## config.mk

```make
export PLATFORM = sky130hd
export DESIGN_NAME = dinput_conditioner
export DESIGN_NICKNAME = d
export VERILOG_FILES = /design/src/rtl/dic_pkg.sv /design/src/rtl/dic_sync.sv /design/src/rtl/dic_cfg_regs.sv /design/src/rtl/dic_debounce.sv /design/src/rtl/dic_edge.sv /design/src/rtl/dinput_conditioner.sv
export SDC_FILE = /design/constraint.sdc
export NUM_CORES = 1
export LEC_CHECK = 0
export ABC_AREA = 1
export ABC_CLOCK_PERIOD_IN_PS = 1900
export BUFFER_PORTS_ARGS = -buffer_cell sky130_fd_sc_hd__buf_4
export CORE_MARGIN = 5
export CORE_UTILIZATION = 55
export DETAILED_ROUTE_END_ITERATION = 8
export GPL_TIMING_DRIVEN = 0
export MAX_ROUTING_LAYER = met4
export PLACE_DENSITY = 0.84
export SYNTH_ARGS = -nofsm -noshare
export SYNTH_HDL_FRONTEND = slang
export SYNTH_SLANG_ARGS = --single-unit
```

## constraint.sdc

```tcl
create_clock -name clk -period 1.9 [get_ports clk]
set_input_delay 0.095 -clock clk [delete_from_list [all_inputs] [get_ports clk]]
set_output_delay 0.095 -clock clk [all_outputs]
set_load 0.1 [all_outputs]
```

## src/rtl/dic_pkg.sv

```systemverilog
package dic_pkg;

   typedef enum logic {
      POL_ACT_LOW  = 1'b0,
      POL_ACT_HIGH = 1'b1
   } pol_e;

   // Restricts a requested debounce time to 1..hi.
   function automatic int clamp_ms(int req, int hi);
      if (req < 1)  return 1;
      if (req > hi) return hi;
      return req;
   endfunction

endpackage

```

## src/rtl/dic_sync.sv

```systemverilog
module dic_sync #(
   parameter int NUM_CH = 5,
   parameter int STAGES = 2
) (
   input  logic              clk,
   input  logic              rst_n,
   input  logic [NUM_CH-1:0] d_in,
   output logic [NUM_CH-1:0] d_out
);

   if (STAGES == 0) begin : g_bypass
      assign d_out = d_in;
   end else begin : g_chain
      logic [NUM_CH-1:0] stg [STAGES];
      always_ff @(posedge clk or negedge rst_n) begin
         if (!rst_n) begin
            for (int s = 0; s < STAGES; s++) stg[s] <= '0;
         end else begin
            stg[0] <= d_in;
            for (int s = 1; s < STAGES; s++) stg[s] <= stg[s-1];
         end
      end
      assign d_out = stg[STAGES-1];
   end

endmodule

```

## src/rtl/dic_cfg_regs.sv

```systemverilog
module dic_cfg_regs
   import dic_pkg::*;
#(
   parameter int NUM_CH = 5,
   parameter int DATA_W = 8,
   parameter int ADDR_W = 3,
   parameter int MAX_MS = 50,
   parameter int TIME_W = 6
) (
   input  logic                          clk,
   input  logic                          rst_n,
   input  logic                          wr,
   input  logic [ADDR_W-1:0]             addr,
   input  logic [DATA_W-1:0]             wdata,
   output pol_e                          pol,
   output logic [NUM_CH-1:0]             inv_mask,
   output logic [NUM_CH-1:0][TIME_W-1:0] lim
);

   localparam logic [ADDR_W-1:0] A_POL = ADDR_W'(0);
   localparam logic [ADDR_W-1:0] A_INV = ADDR_W'(1);

   logic [TIME_W-1:0] wr_lim;
   assign wr_lim = TIME_W'(clamp_ms(int'(wdata), MAX_MS));

   always_ff @(posedge clk or negedge rst_n) begin
      if (!rst_n) begin
         pol      <= POL_ACT_HIGH;
         inv_mask <= '0;
         for (int c = 0; c < NUM_CH; c++) lim[c] <= TIME_W'(1);
      end else if (wr) begin
         if (addr == A_POL) pol <= pol_e'(wdata[0]);
         if (addr == A_INV) inv_mask <= wdata[NUM_CH-1:0];
         for (int c = 0; c < NUM_CH; c++) begin
            if (addr == ADDR_W'(c + 2)) lim[c] <= wr_lim;
         end
      end
   end

endmodule

```

## src/rtl/dic_debounce.sv

```systemverilog
module dic_debounce #(
   parameter int TIME_W = 6
) (
   input  logic              clk,
   input  logic              rst_n,
   input  logic              tick,
   input  logic              act_in,
   input  logic [TIME_W-1:0] lim,
   output logic              state
);

   logic [TIME_W-1:0] cnt;
   logic [TIME_W-1:0] cnt_nx;

   assign cnt_nx = cnt + TIME_W'(1);

   always_ff @(posedge clk or negedge rst_n) begin
      if (!rst_n) begin
         state <= 1'b0;
         cnt   <= '0;
      end else if (act_in == state) begin
         cnt <= '0;
      end else if (tick) begin
         if (cnt_nx >= lim) begin
            state <= act_in;
            cnt   <= '0;
         end else begin
            cnt <= cnt_nx;
         end
      end
   end

endmodule

```

## src/rtl/dic_edge.sv

```systemverilog
module dic_edge #(
   parameter int NUM_CH = 5
) (
   input  logic              clk,
   input  logic              rst_n,
   input  logic [NUM_CH-1:0] lvl,
   output logic [NUM_CH-1:0] rise,
   output logic [NUM_CH-1:0] fall
);

   logic [NUM_CH-1:0] lvl_q;

   always_ff @(posedge clk or negedge rst_n) begin
      if (!rst_n) lvl_q <= '0;
      else        lvl_q <= lvl;
   end

   assign rise = lvl & ~lvl_q;
   assign fall = ~lvl & lvl_q;

endmodule

```

## src/rtl/dinput_conditioner.sv

```systemverilog
module dinput_conditioner
   import dic_pkg::*;
#(
   parameter int NUM_CH      = 5,
   parameter int MAX_MS      = 50,
   parameter int DATA_W      = 8,
   parameter int SYNC_STAGES = 2,
   parameter int ADDR_W      = $clog2(NUM_CH + 2)
) (
   input  logic              clk,
   input  logic              rst_n,
   input  logic              ms_tick,
   input  logic [NUM_CH-1:0] pin_raw,
   input  logic              cfg_wr,
   input  logic [ADDR_W-1:0] cfg_addr,
   input  logic [DATA_W-1:0] cfg_wdata,
   output logic [NUM_CH-1:0] level_o,
   output logic [NUM_CH-1:0] rise_o,
   output logic [NUM_CH-1:0] fall_o
);

   localparam int TIME_W = $clog2(MAX_MS + 1);

   if (NUM_CH < 1) begin : g_err_ch
      $error("NUM_CH must be at least 1");
   end
   if (MAX_MS < 1) begin : g_err_ms
      $error("MAX_MS must be at least 1");
   end
   if (DATA_W < NUM_CH || DATA_W < TIME_W) begin : g_err_dw
      $error("DATA_W too narrow for mask or time");
   end
   if ((1 << ADDR_W) < NUM_CH + 2) begin : g_err_aw
      $error("ADDR_W too narrow for register map");
   end
   if (SYNC_STAGES < 0) begin : g_err_sync
      $error("SYNC_STAGES must not be negative");
   end

   pol_e                          pol;
   logic [NUM_CH-1:0]             inv_mask;
   logic [NUM_CH-1:0][TIME_W-1:0] lim_w;
   logic [NUM_CH-1:0]             pin_s;
   logic [NUM_CH-1:0]             act;
   logic [NUM_CH-1:0]             deb_st;

   dic_cfg_regs #(
      .NUM_CH (NUM_CH),
      .DATA_W (DATA_W),
      .ADDR_W (ADDR_W),
      .MAX_MS (MAX_MS),
      .TIME_W (TIME_W)
   ) u_regs (
      .clk      (clk),
      .rst_n    (rst_n),
      .wr       (cfg_wr),
      .addr     (cfg_addr),
      .wdata    (cfg_wdata),
      .pol      (pol),
      .inv_mask (inv_mask),
      .lim      (lim_w)
   );

   dic_sync #(
      .NUM_CH (NUM_CH),
      .STAGES (SYNC_STAGES)
   ) u_sync (
      .clk   (clk),
      .rst_n (rst_n),
      .d_in  (pin_raw),
      .d_out (pin_s)
   );

   // Global polarity: result is 1 when the contact is closed.
   assign act = (pol == POL_ACT_HIGH) ? pin_s : ~pin_s;

   for (genvar c = 0; c < NUM_CH; c++) begin : g_ch
      dic_debounce #(
         .TIME_W (TIME_W)
      ) u_deb (
         .clk    (clk),
         .rst_n  (rst_n),
         .tick   (ms_tick),
         .act_in (act[c]),
         .lim    (lim_w[c]),
         .state  (deb_st[c])
      );
   end

   assign level_o = deb_st ^ inv_mask;

   dic_edge #(
      .NUM_CH (NUM_CH)
   ) u_edge (
      .clk   (clk),
      .rst_n (rst_n),
      .lvl   (level_o),
      .rise  (rise_o),
      .fall  (fall_o)
   );

endmodule

```

# Yosys cells after proc, flatten, opt, wreduce, memory -nomap -nowiden
# Cells that the tools add are included.
[classes]
n_addsub = 5
n_reduce_logical = 18
mux = 23
n_eq_ne = 11
order_cmp = 7
bitwise = 11
[ops]
columns = ["operator", "count"]
rows = [
  ["2-to-1 mux 6 bit", 18],
  ["adder 6 x 1 -> 6 bit, second input constant", 5],
  [">= comparator 6 bit", 5],
  ["NOT 5 bit", 3],
  ["AND reduction 3 bit", 5],
  ["AND reduction 2 bit", 7],
  ["AND 5 bit", 2],
  ["nonzero test 2 bit", 5],
  ["equality test 3 bit, second input constant", 3],
  ["> comparator 8 x 6 -> 1 bit, second input constant", 1],
  ["< comparator 8 x 1 -> 1 bit, second input constant", 1],
  ["equality test 3 x 2 -> 1 bit, second input constant", 2],
  ["equality test 1 bit", 5],
  ["2-to-1 mux 5 bit", 1],
  ["NOT 1 bit", 5],
  ["bitwise XOR 5 bit", 1],
  ["2-to-1 mux 1 bit", 4],
  ["equality test 3 x 1 -> 1 bit, second input constant", 1],
  ["zero test 3 bit", 1],
]
[word_totals]
register_bits = 86
output_inout_bits = 15

# Longest topological paths before layout
# Gate-level depths: netlist (run 1).
[logic_depth]
word_depth = 5
depth_mapped = 15

# Cells and area by module
# Synthesis (run 1) repeated with hierarchy kept, for this count alone.
[unflattened]
hier_cells = 694
area_unflattened_um2 = 5306.3
[by_module_without_submodules]
columns = ["mod", "cells_each", "area_each_um2", "instances"]
rows = [
  ["dic_debounce", 86, 614.3, 5],
  ["dic_cfg_regs", 178, 1574.0, 1],
  ["dic_sync", 15, 287.8, 1],
  ["dic_edge", 25, 200.2, 1],
  ["dinput_conditioner", 46, 172.7, 1],
]

# Worst setup path after synthesis (run 1)
# No wires, ideal clock.
[synth_path]
path_kind = "reg-to-output"
from = "reg g_ch[1].u_deb.state"
to = "out fall_o[1]"
arrival_time_ns = 2.403
path_buffers = 0
setup_slack_ns = -0.598
path_stages_with_launch = 4
path_cell_list = "dfrtp_1 -> xnor2_1 -> inv_1 -> nor2_1"
[synth_between]
elab_chain_cells = 3
[synth_rtl]
columns = ["item", "line", "source"]
rows = [
  ["start, declared", "dic_debounce.sv:9", "output logic state"],
  ["start signal, assigned", "dic_debounce.sv:25", "state <= act_in;"],
  ["bitwise XOR 5 bit", "dinput_conditioner.sv:90", "assign level_o = deb_st ^ inv_mask;"],
  ["net level_o[1]", "dinput_conditioner.sv:17", "output logic [NUM_CH-1:0] level_o,"],
  ["NOT 5 bit", "dic_edge.sv:19", "assign fall = ~lvl & lvl_q;"],
  ["AND 5 bit", "dic_edge.sv:19", ""],
  ["end, declared", "dinput_conditioner.sv:19", "output logic [NUM_CH-1:0] fall_o"],
]
# The timed path passes the listed nets, and every way through them passes these cells.

# Worst setup path after layout (run 1)
[layout_path]
from = "reg g_ch[2].u_deb.cnt[2]"
to = "reg g_ch[2].u_deb.state"
[layout_between]
elab_chain_cells = 3
[layout_rtl]
columns = ["item", "line", "source"]
rows = [
  ["start, declared", "dic_debounce.sv:12", "logic [TIME_W-1:0] cnt;"],
  ["start signal, assigned", "dic_debounce.sv:28", "cnt <= cnt_nx;"],
  ["adder 6 x 1 -> 6 bit", "dic_debounce.sv:15", "assign cnt_nx = cnt + TIME_W'(1);"],
  [">= comparator 6 bit", "dic_debounce.sv:24", "if (cnt_nx >= lim) begin"],
  ["AND reduction 3 bit (no line)", "-", ""],
  ["end signal, assigned", "dic_debounce.sv:25", ""],
  ["end, declared", "dic_debounce.sv:9", ""],
]
# Every way passes these cells.
# A chain may end at the register's enable or synchronous reset.

==> results of run 1 <==
[logic make-up after synthesis]
family / Yosys count / share of synthesized area [%]
compound gates: 61 / 6.328
xor+xnor: 20 / 3.572
fa+ha+maj: 35 / 8.931
buf+inv: 132 / 10.26
flops: 86 / 44.04
mux: 1 / 0.2296
simple gates: 308 / 26.64
[sequential cells by signal, summed over array words and instances (netlist names)]
| register | count |
|---|---|
| u_regs.lim | 30 |
| u_regs.pol | 1 |
| g_ch.u_deb.state | 5 |
| g_ch.u_deb.cnt | 30 |
| u_regs.inv_mask | 5 |
| u_sync.g_chain.stg | 5 |
| u_edge.lvl_q | 5 |
| u_sync.d_out | 5 |
[power breakdown]
group | switching (W) | internal, W
combinational | 0.00312 | 0.00128
sequential | 0.000278 | 0.00219
clock | 0.000704 | 0.000744
[layout make-up]
| type | instances | share of cell area (%) |
|---|---|---|
| multi-input cells | 425 | 42.92 |
| flip-flops and latches | 86 | 33.48 |
| repair buffers | 83 | 10.24 |
| inverters | 130 | 7.663 |
| well taps | 108 | 2.090 |
| clock buffers | 9 | 1.916 |
| clock inverters | 7 | 1.509 |
| plain buffers | 2 | 0.1935 |
[worst min-delay path by stage]
| stage | startpoint | end | cells past startpoint |
|---|---|---|---|
| 2_1_floorplan | rst_n | g_ch[0].u_deb.cnt[0]$_DFFE_PN0P_ | 0 |
| 3_3_place_gp | pin_raw[0] | u_sync.g_chain.stg[5]$_DFF_PN0_ | 1 |
| 3_5_place_dp | pin_raw[2] | u_sync.g_chain.stg[7]$_DFF_PN0_ | 1 |
| 4_1_cts | cfg_wdata[4] | u_regs.inv_mask[4]$_DFFE_PN0P_ | 3 |
| 5_1_grt | cfg_addr[2] | u_regs.pol$_DFFE_PN1P_ | 4 |
| 6_report | cfg_wdata[4] | u_regs.inv_mask[4]$_DFFE_PN0P_ | 3 |
[cell usage after synthesis]
cell type,instances
a21oi_1,9
a21oi_2,1
a31oi_1,1
buf_2,1
buf_4,1
clkinv_2,2
dfrtp_1,80
dfstp_2,6
ha_1,35
inv_1,124
inv_2,4
mux2_2,1
nand2_1,217
nand2_2,10
nand2_4,2
nand3_1,37
nand3b_1,2
nor2_1,31
nor2_2,1
nor2_4,7
nor3_1,1
o21ai_0,28
o21ai_1,22
xnor2_1,10
xor2_1,10
[repair_timing]
item | CTS | global route
pin swaps | 25 | 62
hold buffers | 8 | 0
resized for setup | 28 | 90
setup endpoints to repair | 34 | 35
setup buffers | 26 | 17
hold endpoints to repair | 87 | 0
[critical path: cells and delay by family (launching register included)]
| kind | cells | cell delay [ns] |
|---|---|---|
| and+or+nand+nor | 7 | 0.70 |
| DFF | 1 | 0.42 |
| buffers and inverters | 3 | 0.33 |
| adders and majority gates | 1 | 0.30 |
| xor gates and xnor gates | 1 | 0.23 |
[metrics by stage]
step           TNS, ns  power (W)  util, %
6_report       -0.9532   0.008313    74.15
5_1_grt         -3.749   0.008771    74.15
4_1_cts        -0.2456   0.007862    67.96
3_5_place_dp    -5.768   0.006188    61.13
3_3_place_gp    -3.090   0.006051    61.13
2_1_floorplan        0   0.005370        -
[per-layer routing]
layer / track usage, % / vias up / wire, µm
met4: 10.64 / 0 / 481
met2: 37.74 / 165 / 7047
met1: 24.73 / 2194 / 5067
met5: - / - / 0
li1: - / 2140 / -
met3: 3.973 / 54 / 550
==> results.sh, run 1 <==
export IMPL_cp_required_ns=2.17
export IMPL_initial_core_util_pct=56.23
export IMPL_cts_tree="built"
export IMPL_dieHeight_um=104.4
export IMPL_max_freq_ghz=0.4838
export IMPL_routed_via_count=4553
export IMPL_worst_pin_slew_ns=1.070
export IMPL_p_leak_nw=3.412
export IMPL_crit_path_frequent_cell="nand2_1"
export IMPL_antenna_cells=0
export IMPL_ys_ff_latch=86
export IMPL_setup_ws_ns=-0.1669
export IMPL_slew_violations=0
export IMPL_yosysSeqAreaShare_pct=44.04
export IMPL_regArea_um2=2165
export IMPL_critPathLaunch="g_ch[2].u_deb.cnt[2]$_DFFE_PN0P_"
export IMPL_status="finished with violations"
export IMPL_worst_setup_path_start_kind="flop"
export IMPL_cpPeakStageDelay_ns=0.42
export IMPL_grt_pass1_wl_mm=19.25
export IMPL_setup_viol_count_final=20
export IMPL_reg2reg_to="g_ch[2].u_deb.state$_DFFE_PN0P_"
export IMPL_r2r_start="g_ch[2].u_deb.cnt[2]$_DFFE_PN0P_"
export IMPL_clock_root_buffer="clkbuf_8"
export IMPL_routed_wl_mm=13.15
export IMPL_synth_net_count=698
export IMPL_antenna_found_initial=0
export IMPL_grt_ovfl_total=0
export IMPL_crit_chain="buf_4, nand3_2, xor2_1, inv_1, ha_4, nand2_2, nor2_1, nand2_1, nand2_1, nand3_1, nand2_1, inv_1"
export IMPL_crit_type="reg -> reg"
export IMPL_rrSetupSlack_ns=-0.17
export IMPL_die_area_um2=10900
export IMPL_slowest_stage="dfrtp_1"
export IMPL_irDropWorstVdd_mv=1.473
export IMPL_clkLatencyLatePin_ns=0.37
export IMPL_ys_top_cells_by_area="dfrtp_1, nand2_1, inv_1"
export IMPL_relSlewSlack_pct=28.64
export IMPL_cts_sinks=86
export IMPL_cp_max_fo=4
export IMPL_ff2ff_path_depth=12
export IMPL_fillerInstances=551
export IMPL_core_area_um2=8721
export IMPL_drv_cap=0
export IMPL_grt_setup_unrepaired="yes"
export IMPL_antenna_left=0
export IMPL_numCtsBuffers=9
export IMPL_io_buffers=34
export IMPL_final_nets=792
export IMPL_row_count=34
export IMPL_fin_cells=850
export IMPL_design_area_um2=6466
export IMPL_final_common_cell="nand2_1"
export IMPL_yosysTopAreaCellShare_pct=40.83
export IMPL_yosys_area_top_type="dfrtp_1"
export IMPL_period_needed_ns=2.067
export IMPL_wl_per_cell_um=15.47
export IMPL_crit_end="g_ch[2].u_deb.state$_DFFE_PN0P_"
export IMPL_layout_drive_gt1_share_pct=31.13
export IMPL_gp_congestion=0.8449
export IMPL_netlist_area_um2=4903
export IMPL_dp_hpwl_mm=7.713
export IMPL_syn_avg_cell_area_um2=7.626
export IMPL_hold_class="in -> reg"
export IMPL_first_iter_violations=255
export IMPL_cp_arrival_ns=2.34
export IMPL_via_per_inst=5.356
export IMPL_violations="setup timing"
export IMPL_grtUsageTotal_pct=22.03
export IMPL_netlist_instances=643
export IMPL_clockBufferDepth=2
export IMPL_placed_area_um2=5331
export IMPL_first_pass_iters=5
export IMPL_area_growth_pct=31.87
export IMPL_ys_types=25
export IMPL_multi_input_area_um2=2775
export IMPL_powerDensity_nw_per_um2=1286
export IMPL_fin_hold_ws_ns=0.04008
export IMPL_die_x_um=104.4
export IMPL_route_detailed_drc=0
export IMPL_preCtsSetupSlack_ns=-0.2599
export IMPL_grt_pass1_vias=4332
export IMPL_htree_num_levels=3
export IMPL_hold_viol=0
export IMPL_finalCritPeriodShare_pct=108.8
export IMPL_skew_ns=0.01018
export IMPL_cts_clk_slew_worst_paths_ns=0.09
export IMPL_placedCellCount=785
export IMPL_ys_warn_count=0
export IMPL_final_cell_mix="nand2_1, inv_1, dfrtp_1, buf_4"
export IMPL_end_kind="flop"
export IMPL_ios=35
export IMPL_grt_max_degree=87
Note: power is estimated with default switching activity, not from simulation.
==> inputs of run 2 (changes only) <==
ABC_CLOCK_PERIOD_IN_PS = 1700   (was 1900)
clock period = 1.7 ns   (was 1.9 ns; I/O delays follow)
==> run 2 against run 1 <==
Against the previous run:
- the run still ends with setup timing left
- combinational power increased by 16%
- cell count shrank 1.3%
- via count rose by 1.6%
- count of clock-buffer cells in the layout increased by 4
- worst setup slack lost 0.19 ns
- clock skew increased by 0.0059 ns
- global-route usage rose by 1.0 points
- critical endpoint is now g_ch[0].u_deb.cnt[5]$_DFFE_PN0P_
- flip-flop and latch count did not move
- register-to-register slack worse by 0.19 ns
- critical path depth did not move
- highest routed layer unchanged
- first-iteration DRC count rose by 11%
==> results.sh, run 2 (synthesized netlist as in run 1, its figures left out) <==
export IMPL_clkLatencyLatePin_ns=0.37
export IMPL_cp_required_ns=1.96
export IMPL_cp_max_fo=6
export IMPL_route_detailed_drc=0
export IMPL_setup_ws_ns=-0.3529
export IMPL_numCtsBuffers=9
export IMPL_clock_root_buffer="clkbuf_8"
export IMPL_cp_arrival_ns=2.32
export IMPL_wl_met3_um=845
export IMPL_core_area_um2=8721
export IMPL_fin_hold_ws_ns=0.0007959
export IMPL_relSlewSlack_pct=28.46
export IMPL_antenna_left=0
export IMPL_status="finished with violations"
export IMPL_cts_sinks=86
export IMPL_worst_setup_path_start_kind="flop"
export IMPL_cts_clk_slew_worst_paths_ns=0.08
export IMPL_finalCritPeriodShare_pct=120.8
export IMPL_slew_violations=0
export IMPL_final_cell_mix="nand2_1, inv_1, dfrtp_1, buf_4"
export IMPL_via_per_inst=5.516
export IMPL_met1Wirelength_mm=5.160
export IMPL_fin_cells=839
export IMPL_design_area_um2=6449
export IMPL_grtUsageTotal_pct=23.07
export IMPL_antenna_found_initial=0
export IMPL_setup_viol_count_final=35
export IMPL_dr_wl_met2_mm=7.091
export IMPL_tns_ns=-8.000
export IMPL_irDropWorstVdd_mv=1.821
export IMPL_cts_tree="built"
export IMPL_htree_num_levels=3
export IMPL_drv_cap=0
export IMPL_grt_setup_unrepaired="yes"
export IMPL_finish_utilization_pct=73.95
export IMPL_row_count=34
export IMPL_first_pass_iters=5
export IMPL_hold_viol=0
export IMPL_die_area_um2=10900
export IMPL_placedCellCount=785
export IMPL_io_buffers=34
export IMPL_end_kind="flop"
export IMPL_grt_pass1_vias=4473
export IMPL_p_leak_nw=3.365
export IMPL_antenna_cells=0
export IMPL_grt_max_degree=87
export IMPL_rrSetupSlack_ns=-0.35
export IMPL_area_growth_pct=31.51
export IMPL_reg_top3="g_ch.u_deb.cnt (30), u_regs.lim (30)"
export IMPL_crit_type="reg -> reg"
export IMPL_max_freq_ghz=0.4871
export IMPL_final_common_cell="nand2_1"
export IMPL_first_iter_violations=284
export IMPL_wl_per_cell_um=16.53
export IMPL_fillerInstances=537
export IMPL_layout_drive_gt1_share_pct=32.69
export IMPL_violations="setup timing"
export IMPL_top_layer="met4"
export IMPL_placed_area_um2=5399
export IMPL_gp_congestion=0.8479
export IMPL_worst_pin_slew_ns=1.073
export IMPL_period_needed_ns=2.053
export IMPL_ios=35
export IMPL_clockBufferDepth=2
export IMPL_skew_ns=0.01609
export IMPL_routed_wl_mm=13.87
export IMPL_grt_pass1_wl_mm=20.13
export IMPL_final_nets=782
export IMPL_die_x_um=104.4
export IMPL_initial_core_util_pct=56.23
export IMPL_hold_class="in -> reg"
export IMPL_dp_hpwl_mm=7.777
export IMPL_dieHeight_um=104.4
export IMPL_powerDensity_nw_per_um2=1452
export IMPL_routed_via_count=4628
export IMPL_grt_ovfl_total=0
## run 2: area by class of cell
class,instances,area [µm²],share of cell area (%)
flip-flops and latches,86,2173,33.70
repair buffers,73,589.3,9.139
well taps,108,135.1,2.095
clock buffers,13,148.9,2.309
clock inverters,2,35.03,0.5433
inverters,130,495.5,7.683
plain buffers,2,12.51,0.1940
multi-input cells,425,2859,44.33
## run 2: through the flow
stage / total power (W) / setup slack (ns)
2_1_floorplan: 0.006083 / -0.08553
3_5_place_dp: 0.006983 / -0.3376
5_1_grt: 0.009880 / -0.4089
3_3_place_gp: 0.006818 / -0.2369
6_report: 0.009361 / -0.3529
4_1_cts: 0.008678 / -0.2651
## run 2: power breakdown
group / switching (W) / internal [W] / leakage, nW
sequential: 0.000356 / 0.00246 / 1.06
clock: 0.000740 / 0.000713 / 0.0935
combinational: 0.00357 / 0.00153 / 2.22
total: 0.00466 / 0.00470 / 3.36
## run 2: what timing repair did
item                                    4_1_cts  5_1_grt
buffers inserted                             14       20
hold buffers                                  6        0
resized for setup                            30       96
endpoints found under the setup margin       37       39
hold endpoints to repair                     85        0
gates cloned                                  0        0
pin swaps                                    33       51
## run 2: worst max-delay path, cell delays in order, from the launching register on
cell and delay, ns:
dfrtp_1 0.44, ha_2 0.22, buf_4 0.13, xnor2_1 0.13
inv_1 0.08, ha_1 0.29, nand2_1 0.08, nor2_2 0.16
nand2_2 0.11, nand3_4 0.16, inv_2 0.05, nand2_2 0.05
nand2_2 0.04
## run 2: layer usage
| layer | up-vias | track usage, % |
|---|---|---|
| li1 | 2131 | - |
| met1 | 2198 | 26.70 |
| met2 | 231 | 40.05 |
| met3 | 68 | 2.793 |
| met4 | 0 | 10.27 |
| met5 | - | - |
## run 2: final timing paths
check                                            startpoint  cells past startpoint                                to
max                        g_ch[0].u_deb.cnt[1]$_DFFE_PN0P_                     12  g_ch[0].u_deb.cnt[5]$_DFFE_PN0P_
min                                            cfg_wdata[1]                      2    u_regs.inv_mask[1]$_DFFE_PN0P_
max reg2reg                g_ch[0].u_deb.cnt[1]$_DFFE_PN0P_                     12  g_ch[0].u_deb.cnt[5]$_DFFE_PN0P_
min reg2reg                 u_sync.g_chain.stg[9]$_DFF_PN0_                      0         u_sync.d_out[4]$_DFF_PN0_
max in group asynchronous                             rst_n                      2  g_ch[0].u_deb.cnt[2]$_DFFE_PN0P_
min in group asynchronous                             rst_n                      2         u_sync.d_out[1]$_DFF_PN0_
